$ cat src/rtl/irqc_pkg.sv
package irqc_pkg;
  // position of a source's enable bit inside the MSB-first mask word
  function automatic int mask_pos(input int src, input int nsrc);
    return nsrc - 1 - src;
  endfunction

  // vector address of a source
  function automatic int vec_of(input int base, input int src);
    return base + src;
  endfunction
endpackage

$ cat src/rtl/irq_pend_reg.sv
module irq_pend_reg #(
  parameter int NSRC = 16
) (
  input  logic            clk,
  input  logic            rst_n,
  input  logic [NSRC-1:0] raw_i,
  input  logic [NSRC-1:0] clr_i,
  output logic [NSRC-1:0] pend_o,
  output logic [NSRC-1:0] rise_o
);
  logic [NSRC-1:0] raw_q;
  logic [NSRC-1:0] pend_q;

  assign rise_o = raw_i & ~raw_q;
  assign pend_o = pend_q;

  always_ff @(posedge clk) begin
    if (!rst_n) begin
      raw_q  <= '0;
      pend_q <= '0;
    end else begin
      raw_q  <= raw_i;
      pend_q <= (pend_q & ~clr_i) | rise_o;
    end
  end

  genvar i;
  generate
    for (i = 0; i < NSRC; i++) begin : g_chk

      rise_sets_chk: assert property (@(posedge clk) disable iff (!rst_n)
        rise_o[i] |=> pend_q[i]);

      no_set_without_rise_chk: assert property (@(posedge clk) disable iff (!rst_n)
        (!pend_q[i] && !rise_o[i]) |=> !pend_q[i]);
    end
  endgenerate
endmodule

$ cat src/rtl/con_latch.sv
module con_latch #(
  parameter int NBTN = 4,
  localparam int SW = (NBTN > 1) ? $clog2(NBTN) : 1
) (
  input  logic            clk,
  input  logic            rst_n,
  input  logic [NBTN-1:0] btn_i,
  input  logic [SW-1:0]   sel_i,
  input  logic            test_i,
  input  logic            rst_cmd_i,
  output logic [NBTN-1:0] lamp_o,
  output logic            any_o,
  output logic            z_o,
  output logic            b_o
);
  logic [NBTN-1:0] lat_q;
  logic [NBTN-1:0] rst_mask;
  logic            z_q, b_q;

  assign rst_mask = rst_cmd_i ? (NBTN'(1) << sel_i) : '0;
  assign lamp_o   = lat_q;
  assign any_o    = |lat_q;
  assign z_o      = z_q;
  assign b_o      = b_q;

  always_ff @(posedge clk) begin
    if (!rst_n) begin
      lat_q <= '0;
      z_q   <= 1'b0;
      b_q   <= 1'b0;
    end else begin
      lat_q <= (lat_q & ~rst_mask) | btn_i;
      if (test_i)    z_q <= lat_q[sel_i];
      if (rst_cmd_i) b_q <= lat_q[sel_i];
    end
  end


  con_reset_clears_chk: assert property (@(posedge clk) disable iff (!rst_n)
    (rst_cmd_i && !btn_i[sel_i]) |=> !lat_q[$past(sel_i)]);

  con_b_flag_chk: assert property (@(posedge clk) disable iff (!rst_n)
    rst_cmd_i |=> (b_q == $past(lat_q[sel_i])));

  con_press_sets_chk: assert property (@(posedge clk) disable iff (!rst_n)
    (|btn_i) |=> (|lat_q));
endmodule

$ cat src/rtl/prio_pick.sv
module prio_pick #(
  parameter int NSRC = 16,
  localparam int IW = $clog2(NSRC)
) (
  input  logic            clk,
  input  logic            rst_n,
  input  logic [NSRC-1:0] pend_i,
  input  logic [NSRC-1:0] mask_i,
  output logic [NSRC-1:0] grant_o,
  output logic [IW-1:0]   idx_o,
  output logic            any_o
);
  import irqc_pkg::*;

  logic [NSRC-1:0] unmask;
  logic [NSRC-1:0] elig;

  genvar n;
  generate
    for (n = 0; n < NSRC; n++) begin : g_src
      if (n == 0) begin : g_bypass
        assign unmask[n] = 1'b1;
      end else begin : g_masked
        assign unmask[n] = mask_i[mask_pos(n, NSRC)];
      end
      if (n == 0) begin : g_top
        assign grant_o[n] = elig[n];
      end else begin : g_rest
        assign grant_o[n] = elig[n] & ~(|elig[n-1:0]);
      end
    end
  endgenerate

  assign elig  = pend_i & unmask;
  assign any_o = |elig;

  always_comb begin
    idx_o = '0;
    for (int i = NSRC - 1; i >= 0; i--) begin
      if (elig[i]) idx_o = IW'(i);
    end
  end


  one_grant_chk: assert property (@(posedge clk) disable iff (!rst_n)
    $onehot0(grant_o));

  masked_not_granted_chk: assert property (@(posedge clk) disable iff (!rst_n)
    (grant_o & ~unmask) == '0);

  grant_matches_idx_chk: assert property (@(posedge clk) disable iff (!rst_n)
    any_o |-> grant_o[idx_o]);
endmodule

$ cat src/rtl/prio_irq_ctrl.sv
module prio_irq_ctrl #(
  parameter int NSRC     = 16,
  parameter int NBTN     = 4,
  parameter int CON_SRC  = 7,
  parameter int VEC_BASE = 32,
  parameter int VEC_W    = 8,
  localparam int IW = $clog2(NSRC),
  localparam int SW = (NBTN > 1) ? $clog2(NBTN) : 1
) (
  input  logic             clk,
  input  logic             rst_n,
  input  logic [NSRC-1:0]  req_i,
  input  logic             mask_ld_i,
  input  logic [NSRC-1:0]  mask_i,
  input  logic             en_set_i,
  input  logic             en_clr_i,
  input  logic [NSRC-1:0]  clr_i,
  input  logic             ack_i,
  input  logic [NBTN-1:0]  btn_i,
  input  logic [SW-1:0]    con_sel_i,
  input  logic             con_test_i,
  input  logic             con_rst_i,
  output logic [NSRC-1:0]  pend_o,
  output logic             en_o,
  output logic             enter_o,
  output logic [VEC_W-1:0] vec_o,
  output logic [NBTN-1:0]  lamp_o,
  output logic             z_o,
  output logic             b_o
);
  import irqc_pkg::*;

  logic [NSRC-1:0]  raw;
  logic [NSRC-1:0]  clr_all;
  logic [NSRC-1:0]  rise;
  logic [NSRC-1:0]  mask_q;
  logic [NSRC-1:0]  grant;
  logic [IW-1:0]    pick_idx;
  logic             pick_any;
  logic             con_any;
  logic             take;
  logic             en_q, enter_q;
  logic [VEC_W-1:0] vec_q;
  logic [IW-1:0]    cur_q;

  always_comb begin
    raw          = req_i;
    raw[CON_SRC] = con_any;
  end

  assign clr_all = clr_i | (ack_i ? (NSRC'(1) << cur_q) : '0);
  assign take    = en_q & pick_any;

  con_latch #(.NBTN(NBTN)) u_con (
    .clk(clk), .rst_n(rst_n), .btn_i(btn_i), .sel_i(con_sel_i),
    .test_i(con_test_i), .rst_cmd_i(con_rst_i), .lamp_o(lamp_o),
    .any_o(con_any), .z_o(z_o), .b_o(b_o)
  );

  irq_pend_reg #(.NSRC(NSRC)) u_pend (
    .clk(clk), .rst_n(rst_n), .raw_i(raw), .clr_i(clr_all),
    .pend_o(pend_o), .rise_o(rise)
  );

  prio_pick #(.NSRC(NSRC)) u_pick (
    .clk(clk), .rst_n(rst_n), .pend_i(pend_o), .mask_i(mask_q),
    .grant_o(grant), .idx_o(pick_idx), .any_o(pick_any)
  );

  always_ff @(posedge clk) begin
    if (!rst_n) begin
      mask_q  <= '0;
      en_q    <= 1'b0;
      enter_q <= 1'b0;
      vec_q   <= '0;
      cur_q   <= '0;
    end else begin
      if (mask_ld_i) mask_q <= mask_i;
      if (take) en_q <= 1'b0;
      else if (en_set_i) en_q <= 1'b1;
      else if (en_clr_i) en_q <= 1'b0;
      enter_q <= take;
      if (take) begin
        vec_q <= VEC_W'(vec_of(VEC_BASE, int'(pick_idx)));
        cur_q <= pick_idx;
      end
    end
  end

  assign en_o    = en_q;
  assign enter_o = enter_q;
  assign vec_o   = vec_q;


  enter_one_cycle_chk: assert property (@(posedge clk) disable iff (!rst_n)
    enter_q |=> !enter_q);

  enter_drops_en_chk: assert property (@(posedge clk) disable iff (!rst_n)
    enter_q |-> !en_q);

  src0_unmasked_chk: assert property (@(posedge clk) disable iff (!rst_n)
    (en_q && pend_o[0]) |=> (enter_q && vec_q == VEC_W'(VEC_BASE)));

  no_take_disabled_chk: assert property (@(posedge clk) disable iff (!rst_n)
    !en_q |=> !enter_q);

  take_keeps_pend_chk: assert property (@(posedge clk) disable iff (!rst_n)
    (take && !ack_i && !clr_i[pick_idx]) |=> pend_o[$past(pick_idx)]);
endmodule

$ cat config.mk
export PLATFORM = sky130hd
export DESIGN_NAME = prio_irq_ctrl
export DESIGN_NICKNAME = d
export VERILOG_FILES = /design/src/rtl/irqc_pkg.sv /design/src/rtl/irq_pend_reg.sv /design/src/rtl/con_latch.sv /design/src/rtl/prio_pick.sv /design/src/rtl/prio_irq_ctrl.sv
export SDC_FILE = /design/constraint.sdc
export NUM_CORES = 1
export LEC_CHECK = 0
export ABC_AREA = 1
export BUFFER_PORTS_ARGS = -buffer_cell sky130_fd_sc_hd__buf_2
export CAP_MARGIN = 10
export CORE_ASPECT_RATIO = 1.75
export CORE_MARGIN = 1.5
export CORE_UTILIZATION = 51
export CTS_CLUSTER_SIZE = 16
export DETAILED_ROUTE_END_ITERATION = 7
export GPL_TIMING_DRIVEN = 0
export HOLD_SLACK_MARGIN = 0.15
export PLACE_DENSITY = 0.8
export RECOVER_POWER = 100
export SLEW_MARGIN = 20
export SYNTH_ARGS = -nofsm -noshare
export SYNTH_HDL_FRONTEND = slang
export SYNTH_HIERARCHICAL = 1
export SYNTH_SLANG_ARGS = --single-unit
$ cat constraint.sdc
create_clock -name clk -period 1.7 [get_ports clk]
set_clock_uncertainty 0.15 [all_clocks]
set_input_delay 0.34 -clock clk [delete_from_list [all_inputs] [get_ports clk]]
set_output_delay 0.34 -clock clk [all_outputs]
set_load 0.03 [all_outputs]
==> results.toml, run 1 <==
[status]
status = "finished with violations"
violations = "DRC"

[setup_path]
cp-start-kind = "input pin"
slowest_stage = "dlygate4sd3_1"
path_max_fanout = 1
cp_cell_sequence = "dlygate4sd3_1 -> buf_2 -> nor2_1 -> nor2_1 -> dlygate4sd3_1"
critPathCaptureType = "register"
critical-path-top-delay-family = "buffers and inverters"
worstPathRequired_ns = 1.78
worstPathArrival_ns = 1.73
max_stage_delay_ns = 0.55
crit_type = "in2reg"
cp_num_buf_inv = 3

[clocking]
tritoncts = "yes"
cts_buffers = 9
clk_pin_slew_worst_paths_ns = 0.07
clockBufferDepth = 2
post_cts_buffers = 0
clock_latency_ns = 0.34
root_buffer = "clkbuf_8"
clkSinkCount = 60
htree_levels = 3

[yosys]
avgSynthCellArea_um2 = 6.84
yosys_warnings = 6
synthCells = 398
syn-cell-area_um2 = 2720

[placed_design]
place_hpwl_um = 5230
placed_cells = 543
port_buffers = 88
gp_congestion = 0.889

[detailed_routing]
viasPerCell = 4.74
first_iter_violations = 137
wl_per_cell_um = 12.3
routed_wl_um = 7350
ant_nets = 0
vias = 2836
post-route-drc-count = 8
dr.pass1.iters = 8

[global_route]
antenna_found_initial = 0
grt_busiest_layer = "met2"
grt_pass1_vias = 2810
grt_start_max_net_pins = 11
grtUsageMet2_pct = 50.0
grt_pass1_wl_um = 11800
grt_util_met3_pct = 4.29
grt_usage_pct = 26.9
gr-total-overflow = 0
grtUsageMet1_pct = 26.2

[timing]
fin_crit_sh_pct = 97.1
min_period_ns = 1.65
setup_viol = 0
fmax_ghz = 0.606
rsz0062_at_grt = "no"
hold_violations = 0
slew_violations = 0
finalSetupTns_ns = 0

[floorplanning]
ioPinCount = 94
rows = 35
die_x_um = 58.2
dieArea_um2 = 5800
start_util_pct = 52.2
die_height_um = 99.6
core_area_um2 = 5210

[power]
power.density_nw_per_um2 = 873
ir_worst_vdd_mv = 0.816
p_leak_nw = 2.02

[finish]
final_cells = 598
final_cell_mix = "107 x nand2_1, 77 x inv_1, 60 x dfxtp_1"
final_common_cell = "nand2_1"
area_delta_synth_final_pct = 37.6
drive_gt1_share_pct = 17.9
nets = 600
diodes = 0

[hold_path]
hold_path_class = "in2reg"

[job]
drv_cap = 0
## what timing repair did
item,CTS,global route
gates resized for setup,0,3
endpoints found under the setup margin,0,5
endpoints found under the hold margin,51,0
hold buffers,39,0
## sequential cells by signal (all words and copies together), names as in the netlist
| signal | cells |
|---|---|
| vec_o | 2 |
| en_o | 1 |
| u_con/lamp_o | 4 |
| mask_q | 15 |
| enter_o | 1 |
| cur_q | 3 |
| u_pend/pend_o | 16 |
| u_con/b_o | 1 |
| u_con/z_o | 1 |
| u_pend/raw_q | 16 |
## worst reg2reg max path, stage by stage (launching register included)
cell	delay, ns
dfxtp_1	0.33
nand2_2	0.08
inv_2	0.04
or2_4	0.25
nor2_8	0.10
nand2_4	0.05
inv_2	0.04
nand2_1	0.05
nand2_2	0.14
nor2_2	0.10
nand2_1	0.07
nand2_1	0.04
## report_power, final
group          switching [W]  internal, W
combinational       0.000370     0.000251
sequential         0.0000629      0.00150
clock               0.000519     0.000566
## path summary, 6_finish.rpt
path / cells after the start / endpoint / startpoint / slack (ns)
worst max-delay path: 5 / mask_q[5] / mask_i[5] / 0.05
worst min-delay path: 6 / u_pend/pend_o[1] / clr_i[1] / 0.20
worst max register to register: 11 / cur_q[0] / u_pend/pend_o[1] / 0.16
worst min register to register: 2 / vec_o[5] / vec_o[5] / 0.33
## metal layers
| metal | up-vias | share of wire (%) | wire length [um] |
|---|---|---|---|
| met3 | 19 | 4.5 | 333 |
| li1 | 1468 | - | - |
| met1 | 1259 | 38 | 2780 |
| met5 | - | 0 | 0 |
| met2 | 90 | 54 | 3970 |
| met4 | 0 | 3.6 | 267 |
## through the flow
step / hold WS, ns / power, W / utilization (%) / worst slack [ns] / area, um2
finish: 0.203 / 0.00327 / 71.8 / 0.0492 / 3740
global route: 0.204 / 0.00341 / 71.8 / 0.0138 / 3740
CTS: 0.177 / 0.00329 / 72.7 / 0.0846 / 3790
detailed placement: 0.299 / 0.00214 / 62.1 / 0.0998 / 3240
global placement: 0.290 / 0.00213 / 62.1 / 0.118 / 3240
floorplan: 0.283 / 0.00195 / - / 0.117 / 2730
## final cells by class
type | count | area [um2]
timing repair buffer | 127 | 786
clock inverter | 2 | 10.0
multi-input combinational | 248 | 1130
inverter | 82 | 310
sequential | 60 | 1200
buffer | 10 | 81.3
fill | 433 | 1470
clock buffer | 14 | 153
tap | 55 | 68.8
Note: power is estimated with default switching activity, not from simulation.
==> inputs of run 2 (changes only) <==
--- a/config.mk
+++ b/config.mk
@@ -15,7 +15,7 @@
 export DETAILED_ROUTE_END_ITERATION = 7
 export GPL_TIMING_DRIVEN = 0
 export HOLD_SLACK_MARGIN = 0.15
-export PLACE_DENSITY = 0.8
+export PLACE_DENSITY = 0.91
 export RECOVER_POWER = 100
 export SLEW_MARGIN = 20
 export SYNTH_ARGS = -nofsm -noshare
==> run 2 against run 1 <==
Against the previous run:
- the run still ends with DRC left
- total power up 7.0%
- global-route usage is 2.3 points higher
- wire length up 9.1%
- setup slack improved by 0.050 ns
- core utilization rose by 0.12 points
- flip-flop and latch count did not move
- final area rose by 0.17%
- clock power grew 21%
- die area unchanged
- via count increased by 4.9%
- largest cell class unchanged
==> results.toml, run 2 (same netlist as run 1, synthesis figures left out) <==
[floorplanning]
rows = 35
start_util_pct = 52.2
core_area_um2 = 5210
dieArea_um2 = 5800
ioPinCount = 94
die_height_um = 99.6
die_x_um = 58.2

[power]
p_total_w = 0.00350
ir_worst_vdd_mv = 0.630
p_leak_nw = 2.02
power.density_nw_per_um2 = 933

[global_route]
gr-total-overflow = 0
antenna_found_initial = 0
grt_pass1_wl_um = 12800
grt_start_max_net_pins = 11
grt_pass1_vias = 2957
grtUsageMet2_pct = 54.5
grt_busiest_layer = "met2"
grtUsageMet1_pct = 27.1
grt_usage_pct = 29.3
grt_util_met3_pct = 7.54

[setup_path]
rrSetupSlack_ns = 0.16
path_max_fanout = 1
rr_startpoint = "u_pend/pend_o[1]"
critPathCaptureType = "register"
r2r_end = "cur_q[2]"
reg2reg_depth = 11
crit_type = "in2reg"
cp-start-kind = "input pin"
worstPathArrival_ns = 1.70
worstPathRequired_ns = 1.80

[hold_path]
hold_depth = 3
holdPathEnd = "mask_q[4]"
min_from = "rst_n"
hold_path_class = "in2reg"

[clocking]
cts_buffers = 9
tritoncts = "yes"
clkSinkCount = 60
root_buffer = "clkbuf_8"
htree_levels = 3
clk_pin_slew_worst_paths_ns = 0.06
clockBufferDepth = 2
clock_latency_ns = 0.35

[detailed_routing]
first_iter_violations = 142
routed_wl_um = 8020
dr.pass1.iters = 7
wl_per_cell_um = 13.5
post-route-drc-count = 7
ant_nets = 0
viasPerCell = 4.99
vias = 2976

[timing]
slew_violations = 0
fin_crit_sh_pct = 94.2
setup_viol = 0
fmax_ghz = 0.625
rsz0062_at_grt = "no"
hold_violations = 0
holdWs_ns = 0.173
min_period_ns = 1.60
finalSetupTns_ns = 0

[finish]
diodes = 0
area_delta_synth_final_pct = 37.8
drive_gt1_share_pct = 17.4
final_cells = 596
final_common_cell = "nand2_1"
nets = 598
final_cell_mix = "107 x nand2_1, 77 x inv_1, 60 x dfxtp_1"
finish.utilization_pct = 72.0

[placed_design]
port_buffers = 88
gp_congestion = 0.891
place_hpwl_um = 5430
placed_cells = 543

[job]
drv_cap = 0

[status]
violations = "DRC"
status = "finished with violations"
-- run 2: worst max-delay path by stage --
stage	from	to	cells past startpoint
finish	en_set_i	en_o	5
global route	u_pend/pend_o[11]	cur_q[1]	10
CTS	u_pend/pend_o[1]	cur_q[0]	11
detailed placement	u_pend/pend_o[1]	cur_q[0]	11
global placement	u_pend/pend_o[1]	cur_q[1]	11
floorplan	u_pend/pend_o[1]	cur_q[0]	11
-- run 2: critical path, stage by stage --
cell           delay [ns]
dlygate4sd3_1        0.53
buf_2                0.12
a21oi_1              0.11
dlygate4sd3_1        0.56
nor2_1               0.04
-- run 2: repair_timing --
action	in CTS	in global routing
hold buffers	37	0
gates resized for setup	0	1
setup buffers	0	0
endpoints found under the hold margin	51	0
endpoints found under the setup margin	0	4
-- run 2: layout make-up --
type,count,area [um2]
Clock inverter,5,50.0
Fill cell,405,1460
Timing Repair Buffer,125,759
Tap cell,55,68.8
Buffer,10,81.3
Sequential cell,60,1200
Multi-Input combinational cell,248,1130
Inverter,82,310
Clock buffer,11,151
-- run 2: stage by stage --
| step | setup slack [ns] | area, um2 |
|---|---|---|
| after CTS | 0.0957 | 3810 |
| after global placement | 0.121 | 3240 |
| after floorplan | 0.117 | 2730 |
| after global routing | 0.0548 | 3750 |
| after detailed placement | 0.101 | 3240 |
| final | 0.0989 | 3750 |
-- run 2: power by group --
part	internal (W)	total, W	switching (W)
clock network	0.000746	0.00131	0.000563
logic	0.000245	0.000625	0.000381
registers	0.00150	0.00157	0.0000654
total	0.00249	0.00350	0.00101
-- run 2: metal layers --
layer,up-vias,wire length (um),part of all wire (%)
li1,1465,-,-
met1,1354,2830,35
met2,118,4380,55
met3,39,402,5.0
met4,0,403,5.0
met5,-,0,0
==> inputs of run 3 (changes only) <==
--- a/config.mk
+++ b/config.mk
@@ -17,6 +17,7 @@
 export HOLD_SLACK_MARGIN = 0.15
 export PLACE_DENSITY = 0.91
 export RECOVER_POWER = 100
+export SETUP_SLACK_MARGIN = 0.5
 export SLEW_MARGIN = 20
 export SYNTH_ARGS = -nofsm -noshare
 export SYNTH_HDL_FRONTEND = slang
==> run 3 against run 2 <==
Against the previous run:
- the flow still finishes with violations (DRC)
- combinational power is 21% higher
- final area up 8.0%
- global-route usage grew 3.3 points
- setup slack better by 0.0021 ns
- critical path depth increased by 3
- critical path type is now reg2reg
- wire length grew 19%
- highest routed layer unchanged
- sequential share of layout area down 1.7 points
- register-to-register slack got worse by 0.06 ns
- via count increased by 9.7%
- total power decreased by 2.4%
==> results.toml, run 3 (same netlist as run 1, synthesis figures left out) <==
[setup_path]
critPathCaptureType = "register"
worstPathRequired_ns = 1.79
worstPathArrival_ns = 1.69
reg2reg_depth = 8
crit_type = "reg2reg"
path_max_fanout = 6
cp-start-kind = "register"

[floorplanning]
start_util_pct = 52.2
rows = 35
dieArea_um2 = 5800
core_area_um2 = 5210
die_height_um = 99.6
die_x_um = 58.2
ioPinCount = 94

[global_route]
grtUsageMet1_pct = 29.6
gr-total-overflow = 0
antenna_found_initial = 0
grt_busiest_layer = "met2"
grt_util_met3_pct = 9.49
grt_pass1_vias = 3296
grtUsageMet2_pct = 57.0
grt_pass1_wl_um = 14100
grt_usage_pct = 32.5
grt_start_max_net_pins = 11

[detailed_routing]
first_iter_violations = 291
dr.pass1.iters = 7
vias = 3265
wl_per_cell_um = 15.8
post-route-drc-count = 6
viasPerCell = 5.38
routed_wl_um = 9580
ant_nets = 0

[power]
internal_power_w = 0.00234
comb_power_share_pct = 22.2
p_clk_share_pct = 31.7
p_total_w = 0.00341
power_switching_share_pct = 31.6
power.share.sequential_pct = 46.1
switching_power_w = 0.00108
ir_worst_vdd_mv = 0.607
p_leak_nw = 2.15
power.density_nw_per_um2 = 843

[hold_path]
hold_depth = 3
hold_path_class = "in2reg"

[placed_design]
place_hpwl_um = 5350
port_buffers = 88
gp_congestion = 0.891

[timing]
fin_crit_sh_pct = 94.1
setup_viol = 0
hold_violations = 0
finalSetupTns_ns = 0
holdWs_ns = 0.186
slew_violations = 0
rsz0062_at_grt = "yes"
min_period_ns = 1.60
fmax_ghz = 0.625

[clocking]
cts_buffers = 9
tritoncts = "yes"
clkSinkCount = 60
clockBufferDepth = 2
clock_latency_ns = 0.35
root_buffer = "clkbuf_8"
clk_pin_slew_worst_paths_ns = 0.07
htree_levels = 3

[finish]
final_cell_mix = "98 x nand2_1, 75 x inv_1, 49 x dfxtp_1"
nets = 610
area_delta_synth_final_pct = 48.8
num-fill-cells = 349
diodes = 0
drive_gt1_share_pct = 27.4
finish.utilization_pct = 77.7
final_common_cell = "nand2_1"

[status]
violations = "DRC"
status = "finished with violations"

[job]
drv_cap = 0
run 3: changes by cell type in the layout (fill, tap and decap cells not counted), moves of 5 or more:
| cell | delta |
|---|---|
| dfxtp_1 | -11 |
| buf_4 | +11 |
| nand2_2 | +8 |
| dfxtp_4 | +5 |
| nand3_1 | -6 |
| dfxtp_2 | +6 |
| nand2_1 | -9 |
| buf_6 | +17 |
| nand3_2 | +5 |
| clkbuf_1 | -12 |
run 3: stage by stage:
step	cells	cell area, um2	setup slack [ns]
floorplan	400	2750	0.244
global placement	543	3260	0.212
detailed placement	543	3260	0.169
CTS	605	4110	0.195
global route	607	4050	0.0441
finish	607	4050	0.101
run 3: worst max-delay path, stage by stage, from the launching register on:
cell      delay [ns]
dfxtp_4         0.35
clkbuf_1        0.27
inv_2           0.09
nor2_2          0.16
nand3_1         0.16
nand2_1         0.11
inv_1           0.06
nand2_1         0.09
a21oi_2         0.06
run 3: final cells by class:
type	instances	area, um2	area share, %
multi-input cells	248	1220	30.0
repair buffers	137	987	24.4
well taps	55	68.8	1.70
plain buffers	10	81.3	2.01
inverters	82	310	7.66
clock buffers	10	128	3.15
clock inverters	5	30.0	0.742
flip-flops and latches	60	1230	30.3
run 3: worst paths after layout:
path              startpoint           endpoint  slack [ns]
min reg2reg  u_pend/raw_q[5]   u_pend/pend_o[5]        0.33
max                 cur_q[1]  u_pend/pend_o[10]        0.10
max reg2reg         cur_q[1]  u_pend/pend_o[10]        0.10
min                    rst_n          mask_q[5]        0.19
run 3: per-layer routing:
layer  routed length [um]  vias to the layer above
li1                     -                     1494
met4                  670                        0
met1                 3090                     1488
met5                    0                        -
met3                  702                       68
met2                 5110                      215
run 3: repair_timing:
action / 4_1_cts / 5_1_grt
hold buffers: 37 / 0
endpoints found under the hold margin: 51 / 0
setup endpoints to repair: 50 / 53
resized for setup: 83 / 30
pin swaps: 10 / 9
buffers inserted: 10 / 2
run 3: power by group through the flow:
| stage | Combinational, W | Sequential (W) | Clock, W |
|---|---|---|---|
| after floorplan | 0.000278 | 0.00168 | 0 |
| after global placement | 0.000543 | 0.00159 | 0 |
| after detailed placement | 0.000558 | 0.00159 | 0 |
| after CTS | 0.000729 | 0.00157 | 0.00107 |
| after global routing | 0.000811 | 0.00158 | 0.00115 |
| final | 0.000757 | 0.00157 | 0.00108 |
